$ cat config.mk
export PLATFORM = sky130hd
export DESIGN_NAME = qspi_erase_seq
export DESIGN_NICKNAME = d
export VERILOG_FILES = /design/src/rtl/qes_pkg.sv /design/src/rtl/qes_byte_shifter.sv /design/src/rtl/qes_seq_ctrl.sv /design/src/rtl/qspi_erase_seq.sv
export SDC_FILE = /design/constraint.sdc
export NUM_CORES = 1
export LEC_CHECK = 0
export BUFFER_PORTS_ARGS = -buffer_cell sky130_fd_sc_hd__buf_2
export CAP_MARGIN = 20
export CORE_MARGIN = 5
export CORE_UTILIZATION = 30
export DETAILED_ROUTE_END_ITERATION = 12
export PLACE_DENSITY = 0.56
export SETUP_SLACK_MARGIN = 0.02
export SLEW_MARGIN = 10
export SYNTH_ARGS = -nofsm -noshare
export SYNTH_HDL_FRONTEND = slang
export SYNTH_SLANG_ARGS = --single-unit
$ cat constraint.sdc
create_clock -name clk -period 2.5 [get_ports clk]
set_input_delay 0.25 -clock clk [delete_from_list [all_inputs] [get_ports clk]]
set_output_delay 0.25 -clock clk [all_outputs]
set_load 0.02 [all_outputs]
$ cat src/rtl/qes_pkg.sv
`timescale 1ns/1ps
package qes_pkg;
  localparam logic [7:0] OP_WREN  = 8'h06;
  localparam logic [7:0] OP_WRREG = 8'h01;
  localparam logic [7:0] OP_RDSR  = 8'h05;
  localparam logic [7:0] OP_CHIPE = 8'hC7;
  localparam logic [7:0] VAL_SR1  = 8'h00;
  localparam logic [7:0] VAL_CFG  = 8'h02;
  localparam logic [7:0] FILLER   = 8'h00;

  typedef enum logic [2:0] {
    STEP_WREN_A, STEP_SETCFG, STEP_POLL_A,
    STEP_WREN_B, STEP_ERASE, STEP_POLL_B
  } step_e;

  typedef enum logic [1:0] {
    ST_IDLE, ST_GAP, ST_XFER
  } state_e;
endpackage

$ cat src/rtl/qes_byte_shifter.sv
`timescale 1ns/1ps
// Moves one byte over the mode-0 link. The byte goes out MSB first. The last
// bit sampled from MISO is bit 0 of the received byte, and that bit is all
// the sequencer needs.
module qes_byte_shifter #(
  parameter int CLK_DIV = 2
) (
  input  logic       clk,
  input  logic       rst_n,
  input  logic       go_i,
  input  logic [7:0] tx_byte_i,
  input  logic       miso_i,
  output logic       sck_o,
  output logic       mosi_o,
  output logic       done_o,
  output logic       rx_lsb_o
);
  localparam int DW = $clog2(CLK_DIV + 1);
  localparam logic [DW-1:0] DIV_LAST = DW'(CLK_DIV - 1);

  logic          active_q, active_d;
  logic          sck_q, sck_d;
  logic [DW-1:0] div_q, div_d;
  logic [2:0]    bit_q, bit_d;
  logic [7:0]    sh_q, sh_d;
  logic          done_q, done_d;
  logic          rx_q, rx_d;
  logic          en;

  always_comb begin
    active_d = active_q;
    sck_d    = sck_q;
    div_d    = div_q;
    bit_d    = bit_q;
    sh_d     = sh_q;
    rx_d     = rx_q;
    done_d   = 1'b0;
    if (go_i && !active_q) begin
      active_d = 1'b1;
      sck_d    = 1'b0;
      div_d    = '0;
      bit_d    = '0;
      sh_d     = tx_byte_i;
    end else if (active_q) begin
      if (div_q == DIV_LAST) begin
        div_d = '0;
        sck_d = !sck_q;
        if (!sck_q) begin
          rx_d = miso_i;
        end else if (bit_q == 3'd7) begin
          active_d = 1'b0;
          done_d   = 1'b1;
        end else begin
          bit_d = bit_q + 3'd1;
          sh_d  = {sh_q[6:0], 1'b0};
        end
      end else begin
        div_d = div_q + DW'(1);
      end
    end
  end

  assign en = active_q || go_i || done_q;

  always_ff @(posedge clk or negedge rst_n) begin
    if (!rst_n) begin
      active_q <= 1'b0;
      sck_q    <= 1'b0;
      div_q    <= '0;
      bit_q    <= '0;
      sh_q     <= '0;
      done_q   <= 1'b0;
      rx_q     <= 1'b0;
    end else if (en) begin
      active_q <= active_d;
      sck_q    <= sck_d;
      div_q    <= div_d;
      bit_q    <= bit_d;
      sh_q     <= sh_d;
      done_q   <= done_d;
      rx_q     <= rx_d;
    end
  end

  assign sck_o    = sck_q;
  assign mosi_o   = sh_q[7];
  assign done_o   = done_q;
  assign rx_lsb_o = rx_q;
endmodule

$ cat src/rtl/qes_seq_ctrl.sv
`timescale 1ns/1ps
module qes_seq_ctrl
  import qes_pkg::*;
#(
  parameter int CS_GAP     = 4,
  parameter int POLL_LIMIT = 1000
) (
  input  logic       clk,
  input  logic       rst_n,
  input  logic       start_i,
  input  logic       byte_done_i,
  input  logic       rx_lsb_i,
  output logic       go_o,
  output logic [7:0] tx_byte_o,
  output logic       cs_n_o,
  output logic       busy_o,
  output logic       done_o,
  output logic       err_o
);
  localparam int GW = $clog2(CS_GAP + 1);
  localparam int PW = $clog2(POLL_LIMIT + 1);
  localparam logic [GW-1:0] GAP_LAST  = GW'(CS_GAP - 1);
  localparam logic [PW-1:0] POLL_LAST = PW'(POLL_LIMIT - 1);

  state_e        state_q, state_d;
  step_e         step_q, step_d;
  logic [1:0]    idx_q, idx_d;
  logic [GW-1:0] gap_q, gap_d;
  logic [PW-1:0] poll_q, poll_d;
  logic          cs_n_q, cs_n_d;
  logic          go_q, go_d;
  logic [7:0]    tx_q, tx_d;
  logic          done_q, done_d;
  logic          err_q, err_d;
  logic          is_poll, close_frame;

  function automatic logic [7:0] pick_byte(step_e s, logic [1:0] i);
    case (s)
      STEP_SETCFG: pick_byte = (i == 2'd0) ? OP_WRREG : (i == 2'd1) ? VAL_SR1 : VAL_CFG;
      STEP_POLL_A,
      STEP_POLL_B: pick_byte = (i == 2'd0) ? OP_RDSR : FILLER;
      STEP_ERASE:  pick_byte = OP_CHIPE;
      default:     pick_byte = OP_WREN;
    endcase
  endfunction

  function automatic step_e next_step(step_e s);
    case (s)
      STEP_WREN_A: next_step = STEP_SETCFG;
      STEP_SETCFG: next_step = STEP_POLL_A;
      STEP_POLL_A: next_step = STEP_WREN_B;
      STEP_WREN_B: next_step = STEP_ERASE;
      default:     next_step = STEP_POLL_B;
    endcase
  endfunction

  assign is_poll = (step_q == STEP_POLL_A) || (step_q == STEP_POLL_B);

  always_comb begin
    state_d     = state_q;
    step_d      = step_q;
    idx_d       = idx_q;
    gap_d       = gap_q;
    poll_d      = poll_q;
    cs_n_d      = cs_n_q;
    err_d       = err_q;
    go_d        = 1'b0;
    done_d      = 1'b0;
    close_frame = 1'b0;
    case (state_q)
      ST_IDLE: begin
        if (start_i) begin
          state_d = ST_GAP;
          step_d  = STEP_WREN_A;
          gap_d   = '0;
          err_d   = 1'b0;
        end
      end
      ST_GAP: begin
        if (gap_q == GAP_LAST) begin
          state_d = ST_XFER;
          idx_d   = '0;
          poll_d  = '0;
          cs_n_d  = 1'b0;
          go_d    = 1'b1;
        end else begin
          gap_d = gap_q + GW'(1);
        end
      end
      ST_XFER: begin
        if (byte_done_i) begin
          if (is_poll) begin
            if (idx_q == 2'd0) begin
              idx_d = 2'd1;
              go_d  = 1'b1;
            end else if (!rx_lsb_i) begin
              close_frame = 1'b1;
            end else if (poll_q == POLL_LAST) begin
              cs_n_d  = 1'b1;
              err_d   = 1'b1;
              state_d = ST_IDLE;
            end else begin
              poll_d = poll_q + PW'(1);
              go_d   = 1'b1;
            end
          end else if ((step_q == STEP_SETCFG) ? (idx_q == 2'd2) : 1'b1) begin
            close_frame = 1'b1;
          end else begin
            idx_d = idx_q + 2'd1;
            go_d  = 1'b1;
          end
          if (close_frame) begin
            cs_n_d = 1'b1;
            if (step_q == STEP_POLL_B) begin
              done_d  = 1'b1;
              state_d = ST_IDLE;
            end else begin
              step_d  = next_step(step_q);
              gap_d   = '0;
              state_d = ST_GAP;
            end
          end
        end
      end
      default: state_d = ST_IDLE;
    endcase
    tx_d = go_d ? pick_byte(step_d, idx_d) : tx_q;
  end

  always_ff @(posedge clk or negedge rst_n) begin
    if (!rst_n) begin
      state_q <= ST_IDLE;
      step_q  <= STEP_WREN_A;
      idx_q   <= '0;
      gap_q   <= '0;
      poll_q  <= '0;
      cs_n_q  <= 1'b1;
      go_q    <= 1'b0;
      tx_q    <= '0;
      done_q  <= 1'b0;
      err_q   <= 1'b0;
    end else begin
      state_q <= state_d;
      step_q  <= step_d;
      idx_q   <= idx_d;
      gap_q   <= gap_d;
      poll_q  <= poll_d;
      cs_n_q  <= cs_n_d;
      go_q    <= go_d;
      tx_q    <= tx_d;
      done_q  <= done_d;
      err_q   <= err_d;
    end
  end

  assign go_o      = go_q;
  assign tx_byte_o = tx_q;
  assign cs_n_o    = cs_n_q;
  assign busy_o    = (state_q != ST_IDLE);
  assign done_o    = done_q;
  assign err_o     = err_q;
endmodule

$ cat src/rtl/qspi_erase_seq.sv
`timescale 1ns/1ps
module qspi_erase_seq #(
  parameter int CLK_DIV    = 2,
  parameter int CS_GAP     = 4,
  parameter int POLL_LIMIT = 1000
) (
  input  logic clk,
  input  logic rst_n,
  input  logic start_i,
  output logic busy_o,
  output logic done_o,
  output logic err_o,
  output logic spi_cs_n_o,
  output logic spi_sck_o,
  output logic spi_mosi_o,
  input  logic spi_miso_i
);
  logic [1:0] rst_sync_q;
  logic       core_rst_n;
  logic       go, byte_done, rx_lsb;
  logic [7:0] tx_byte;

  always_ff @(posedge clk or negedge rst_n) begin
    if (!rst_n) rst_sync_q <= 2'b00;
    else        rst_sync_q <= {rst_sync_q[0], 1'b1};
  end
  assign core_rst_n = rst_sync_q[1];

  qes_seq_ctrl #(.CS_GAP(CS_GAP), .POLL_LIMIT(POLL_LIMIT)) u_ctrl (
    .clk         (clk),
    .rst_n       (core_rst_n),
    .start_i     (start_i),
    .byte_done_i (byte_done),
    .rx_lsb_i    (rx_lsb),
    .go_o        (go),
    .tx_byte_o   (tx_byte),
    .cs_n_o      (spi_cs_n_o),
    .busy_o      (busy_o),
    .done_o      (done_o),
    .err_o       (err_o)
  );

  qes_byte_shifter #(.CLK_DIV(CLK_DIV)) u_shift (
    .clk       (clk),
    .rst_n     (core_rst_n),
    .go_i      (go),
    .tx_byte_i (tx_byte),
    .miso_i    (spi_miso_i),
    .sck_o     (spi_sck_o),
    .mosi_o    (spi_mosi_o),
    .done_o    (byte_done),
    .rx_lsb_o  (rx_lsb)
  );
endmodule

# Word-level counts from Yosys, hierarchy flattened
# Cells that the tools add are included.
dict set report op_classes {
  n_mux 95
  n_addsub 5
  n_reduce_logical 27
  eq_ne 32
  bitwise_logic 2
}
# op count
set ops {}
lappend ops {{$mux W10} 6}
lappend ops {{$mux W8} 6}
lappend ops {{$mux W3} 15}
lappend ops {{$mux W1} 41}
lappend ops {{$mux W2} 17}
lappend ops {{$reduce_and A7 Y1} 4}
lappend ops {{$pmux W8 S3} 1}
lappend ops {{$pmux W10 S2} 1}
lappend ops {{$ne A2 B2 Y1 const B} 7}
lappend ops {{$eq A3 B2 Y1 const B} 4}
lappend ops {{$eq A3 B3 Y1 const B} 4}
lappend ops {{$pmux W3 S4} 1}
lappend ops {{$reduce_bool A2 Y1} 6}
lappend ops {{$add A10 B1 Y10 const B} 1}
lappend ops {{$eq A10 B10 Y1 const B} 1}
lappend ops {{$ne A2 B1 Y1 const B} 5}
lappend ops {{$reduce_and A5 Y1} 2}
lappend ops {{$pmux W3 S3} 1}
lappend ops {{$add A3 B1 Y3 const B} 2}
lappend ops {{$eq A2 B1 Y1 const B} 3}
lappend ops {{$eq A3 B1 Y1 const B} 2}
lappend ops {{$logic_not A2 Y1} 3}
lappend ops {{$ne A3 B1 Y1 const B} 2}
lappend ops {{$pmux W1 S2} 3}
lappend ops {{other kinds (17)} 23}
dict set report totals {
  register_bits 51
  word_cells 179
  output_inout_bits 6
  inputBits 4
}

# Depth between registers and ports, before layout
dict set report depth {
  depth_word 12
  mapped_depth 11
}

# Modules after synthesis
# A second synthesis with hierarchy kept.
dict set report hier_totals {
  cells_unflattened 297
  hier_area_um2 2852.7
}
# mod area_per_inst_um2 instances cells_each
set modules_own_cells {}
lappend modules_own_cells {qes_seq_ctrl 1946.9 1 216}
lappend modules_own_cells {qes_byte_shifter 852.1 1 78}
lappend modules_own_cells {qspi_erase_seq 53.8 1 3}

# Worst setup path after synthesis
# No wires, ideal clock.
dict set report synth_timing {
  path_kind {register to register}
  startpoint {register u_ctrl.idx_q[0]}
  endpoint {register u_ctrl.tx_q[2] (netlist: u_ctrl.tx_byte_o[2])}
  stages_incl_launch_ff 9
  period_less_slack_ps 2400
  arrival_ps 2270
  setup_time_ps 130
  n_path_buf 0
  slack_ps 100
  path_cell_list {dfrtp_1 -> inv_1 -> ha_1 -> or3b_1 -> a32o_2 -> o211a_1 -> or3_1 -> a222oi_1 -> o21ai_1}
}
dict set report synth_between {
  elab_chain_cells 12
}
# item line_no
set synth_lines {}
lappend synth_lines {{start: declaration} qes_seq_ctrl.sv:27} ;# logic [1:0] idx_q, idx_d;
lappend synth_lines {{start signal: assignment} qes_seq_ctrl.sv:145} ;# idx_q <= idx_d;
lappend synth_lines {{$eq A2 B2 Y1} qes_seq_ctrl.sv:106} ;# end else if ((step_q == STEP_SETCFG) ? (idx_q == 2'd2) : 1'b1) begin
lappend synth_lines {{$mux W1 (2 in a row)} qes_seq_ctrl.sv:106}
lappend synth_lines {{$mux W1} qes_seq_ctrl.sv:92} ;# if (is_poll) begin
lappend synth_lines {{$mux W1} qes_seq_ctrl.sv:91} ;# if (byte_done_i) begin
lappend synth_lines {{$mux W1} qes_seq_ctrl.sv:70} ;# case (state_q)
lappend synth_lines {{$mux W3} qes_seq_ctrl.sv:112} ;# if (close_frame) begin
lappend synth_lines {{$mux W3} qes_seq_ctrl.sv:91}
lappend synth_lines {{$pmux W3 S2} qes_seq_ctrl.sv:70}
lappend synth_lines {{$eq A3 B2 Y1 / $eq A3 B3 Y1 (equally long branches)} qes_seq_ctrl.sv:38} ;# case (s)
lappend synth_lines {{$reduce_or A2 Y1} qes_seq_ctrl.sv:38}
lappend synth_lines {{$pmux W8 S3} qes_seq_ctrl.sv:38}
lappend synth_lines {{end signal: assignment} qes_seq_ctrl.sv:150} ;# tx_q <= tx_d;
lappend synth_lines {{end: declaration} qes_seq_ctrl.sv:32} ;# logic [7:0] tx_q, tx_d;
# Parallel ways exist; a longest one is shown, timed or not. The select of a mux whose other input is x is not followed.
# A chain may end at the register's enable or synchronous reset.

# Worst setup path after layout
# Same ends and word-level chain as after synthesis.

==> impl_results.md <==
- 1st-iter DRT viols: 62
- WHS: 173 ps
- Maximum VDD drop: 0.252 mV
- WHS Path Cells: 2
- Port buffer count: 9
- Clock Path Buffers: 2
- Final Max Tran Viols: 0
- Seq pwr share: 44.2%
- Top achievable clock speed: 0.415 GHz
- Die Width: 104 um
- Hold endpoint: u_shift.rx_lsb_o$_DFFE_PN0P_
- Nets: 315
- Syn_area_per_cell: 9.67 sq um
- Initial core utilization: 30.5%
- Cell variety after synth: 58
- EDFF count, synth: 0
- Period utilization: 96.4%
- Max-slew headroom: 54.0%
- Switching Power: 0.955 mW
- Ys flop type: dfrtp_1
- DPL Wire Length: 3760 um
- Synth Cell Area: 2650 sq um
- FF-to-FF Start: u_ctrl.idx_q[0]$_DFF_PN0_
- Antenna Cells: 0
- Fin Setup TNS: 0 ps
- Sw frac: 38.3%
- Minimum period implied by the final worst setup slack: 2410 ps
- Leak: 1.34 nW
- Hold WC Path Type: input port to register
- Clock power frac: 19.8%
- Routability cong.: 0.853
- Worst Path Max Fanout: 4
- Total of max-cap violations: 0
- Placed cells: 398
- Vias in the first global route: 2025
- Syn Inst Count: 274
- Routed len/inst: 12.8 um
- Final setup fails: 0
- Post-layout worst setup margin: 91.1 ps
- Layout area overhead: 14.3%
- H-tree levels: 2
- Die height: 104 um
- Root buffer cell: clkbuf_8
- Crit path kind: register to register
- Global-route wire length before repair: 9320 um
- RSZ-0062 raised after global routing: yes
- Syn Nets: 289
- Skew final: 9.21 ps
- Total gr overflow: 0
- R2R Setup Slk: 90 ps
- Die ar.: 10800 sq um
- Antenna Nets Post-Route: 0
- Post-Place Setup Slack: -23.7 ps
- Synth warn: 0
- Worst Path Arrival: 2600 ps
- Clock Latency Late Sink: 310 ps
- Largest net degree at the start of global routing: 46
- Element type at the critical path end: register
- Total CTS buffers: 5
- Seq/Total Area, Yosys: 44.4%
- DRT Pass-1 Iters: 4
- Fin. Hold Viols: 0
- FF-to-FF End: u_ctrl.tx_byte_o[2]$_DFFE_PN0P_
- Cell Rows: 34
- Ports: 10
- Antenna violations before repair: 0
- DRC Markers: 0
- Internal power: 1.54 mW
- GRT Util Overall: 10.3%
- Finished Layout Cells: 409
- Worst Reg-to-Reg Cells: 8
- CTS clk-pin slew, worst paths: 100 ps
- Comb pwr share: 36.0%
- Worst-margin pin slew: 689 ps
- Worst hold start: spi_miso_i
- Via/cell ratio: 4.93
- Yosys reg bits: 47
- CORE AREA: 8680 sq um
- Req. time, crit path: 2690 ps
- Clk sinks: 47
- Synth async-reset ratio: 100%
- Status: finished, final reports clean
- Startpoint types: register
- CTS tree: built
- WL final: 5250 um
- PD cells: 824 nW/um^2
- DR vias: 2016
- Share of cells above drive strength 1: 19.6%
==> worst max path at each step <==
stage                               from                              end  slack (ps)
6_report       u_ctrl.idx_q[0]$_DFF_PN0_  u_ctrl.tx_byte_o[2]$_DFFE_PN0P_          90
5_1_grt        u_ctrl.idx_q[0]$_DFF_PN0_  u_ctrl.tx_byte_o[2]$_DFFE_PN0P_         -30
4_1_cts        u_ctrl.idx_q[0]$_DFF_PN0_  u_ctrl.tx_byte_o[2]$_DFFE_PN0P_          20
3_5_place_dp   u_ctrl.idx_q[0]$_DFF_PN0_  u_ctrl.tx_byte_o[2]$_DFFE_PN0P_         -20
3_3_place_gp   u_ctrl.idx_q[0]$_DFF_PN0_  u_ctrl.tx_byte_o[2]$_DFFE_PN0P_          80
2_1_floorplan  u_ctrl.idx_q[0]$_DFF_PN0_  u_ctrl.tx_byte_o[2]$_DFFE_PN0P_         100
==> cell usage after synthesis (all sizes together), types with 4 or more instances <==
cell type	instances	area share [%]
dfrtp	46	43
nor2	28	4.0
nand2	26	3.7
inv	19	2.7
o21ai	17	3.2
mux2i	12	4.5
nand3	12	2.3
ha	11	5.2
a21oi	7	1.5
a22o	6	2.0
clkbuf	6	2.0
xor2	5	1.7
mux2	4	1.7
nand2b	4	0.94
nor3	4	0.76
o211ai	4	1.1
or2	4	0.94
xnor2	4	1.3
==> layer usage <==
metal,GRT usage (%),vias up,part of all wire [%]
met5,0,-,0
met4,4.26,0,1.7
met3,2.11,6,2.9
met2,16.6,27,46
met1,13.5,962,49
li1,-,1021,-
==> power by group through the flow <==
stage | clock network [mW] | logic, mW | registers (mW)
2_1_floorplan | 0 | 0.633 | 1.12
4_1_cts | 0.518 | 0.908 | 1.11
5_1_grt | 0.551 | 1.02 | 1.14
3_3_place_gp | 0 | 0.892 | 1.12
6_report | 0.493 | 0.897 | 1.10
3_5_place_dp | 0 | 0.901 | 1.12
==> layout by cell type (no fill, tap or decap), types with 9 or more instances in the layout <==
cell type  Yosys  routed
dfrtp_1       46      45
nor2_1        28      28
nand2_1       26      26
inv_1         19      19
buf_4          0      18
o21ai_0       13      13
mux2i_1       12      12
nand3_1       12      12
ha_1          11      10
buf_2          1       9
==> through the flow <==
stage,cell area (sq um),total power [mW],util (%)
CTS,3000,2.53,34.6
floorplan,2650,1.76,-
global placement,2890,2.01,33.2
global route,3030,2.70,34.9
finish,3030,2.49,34.9
detailed placement,2890,2.02,33.2
==> what timing repair did <==
| item | CTS | global route |
|---|---|---|
| resized for setup | 1 | 3 |
| hold buffers | 1 | 0 |
| endpoints found under the hold margin | 2 | 0 |
| buffers inserted | 1 | 1 |
| setup endpoints to repair | 1 | 3 |
| pin swaps | 3 | 2 |
==> worst max-delay path: stages (launching register included) <==
cell and delay, ps:
dfrtp_1 350, inv_1 80, ha_2 200, or3b_1 360, a32o_2 280, o211a_1 250, or3_4 370, a222oi_1 300
o21ai_1 100
==> final cells by class <==
class	count	area (sq um)
clock buffers	5	68.8
clock inverters	3	27.5
fillers	895	5650
inverters	19	71.3
multi-input cells	199	1360
flip-flops and latches	47	1180
well taps	108	135
repair buffers	28	190
==> cell families (layout without fill, tap and decap cells) <==
kind of cell             after synthesis  after routing  share of synthesized area, %
flip-flops                            47             47                          44.4
buffers and inverters                 28             55                          5.15
AO/OA/AOI/OAI                         59             59                          15.9
multiplexers                          16             16                          6.24
other                                  1              1                         0.142
XOR/XNOR                               9              9                          2.98
adder cells (fa/ha/maj)               11             11                          5.20
AND/OR/NAND/NOR                      103            103                          20.0
==> registers in the layout (all words and copies together) (netlist names) <==
register,count
u_ctrl.cs_n_o,1
u_shift.done_o,1
u_shift.sh_q,8
u_ctrl.err_o,1
u_shift.sck_o,1
u_shift.bit_q,3
u_ctrl.step_q,3
u_ctrl.done_o,1
u_shift.div_q,2
u_ctrl.state_q,2
u_shift.rx_lsb_o,1
u_ctrl.tx_byte_o,4
u_ctrl.poll_q,10
rst_sync_q,2
u_ctrl.gap_q,3
u_shift.active_q,1
u_ctrl.idx_q,2
u_ctrl.go_o,1
No activity file was read; power rests on OpenSTA's default activity.
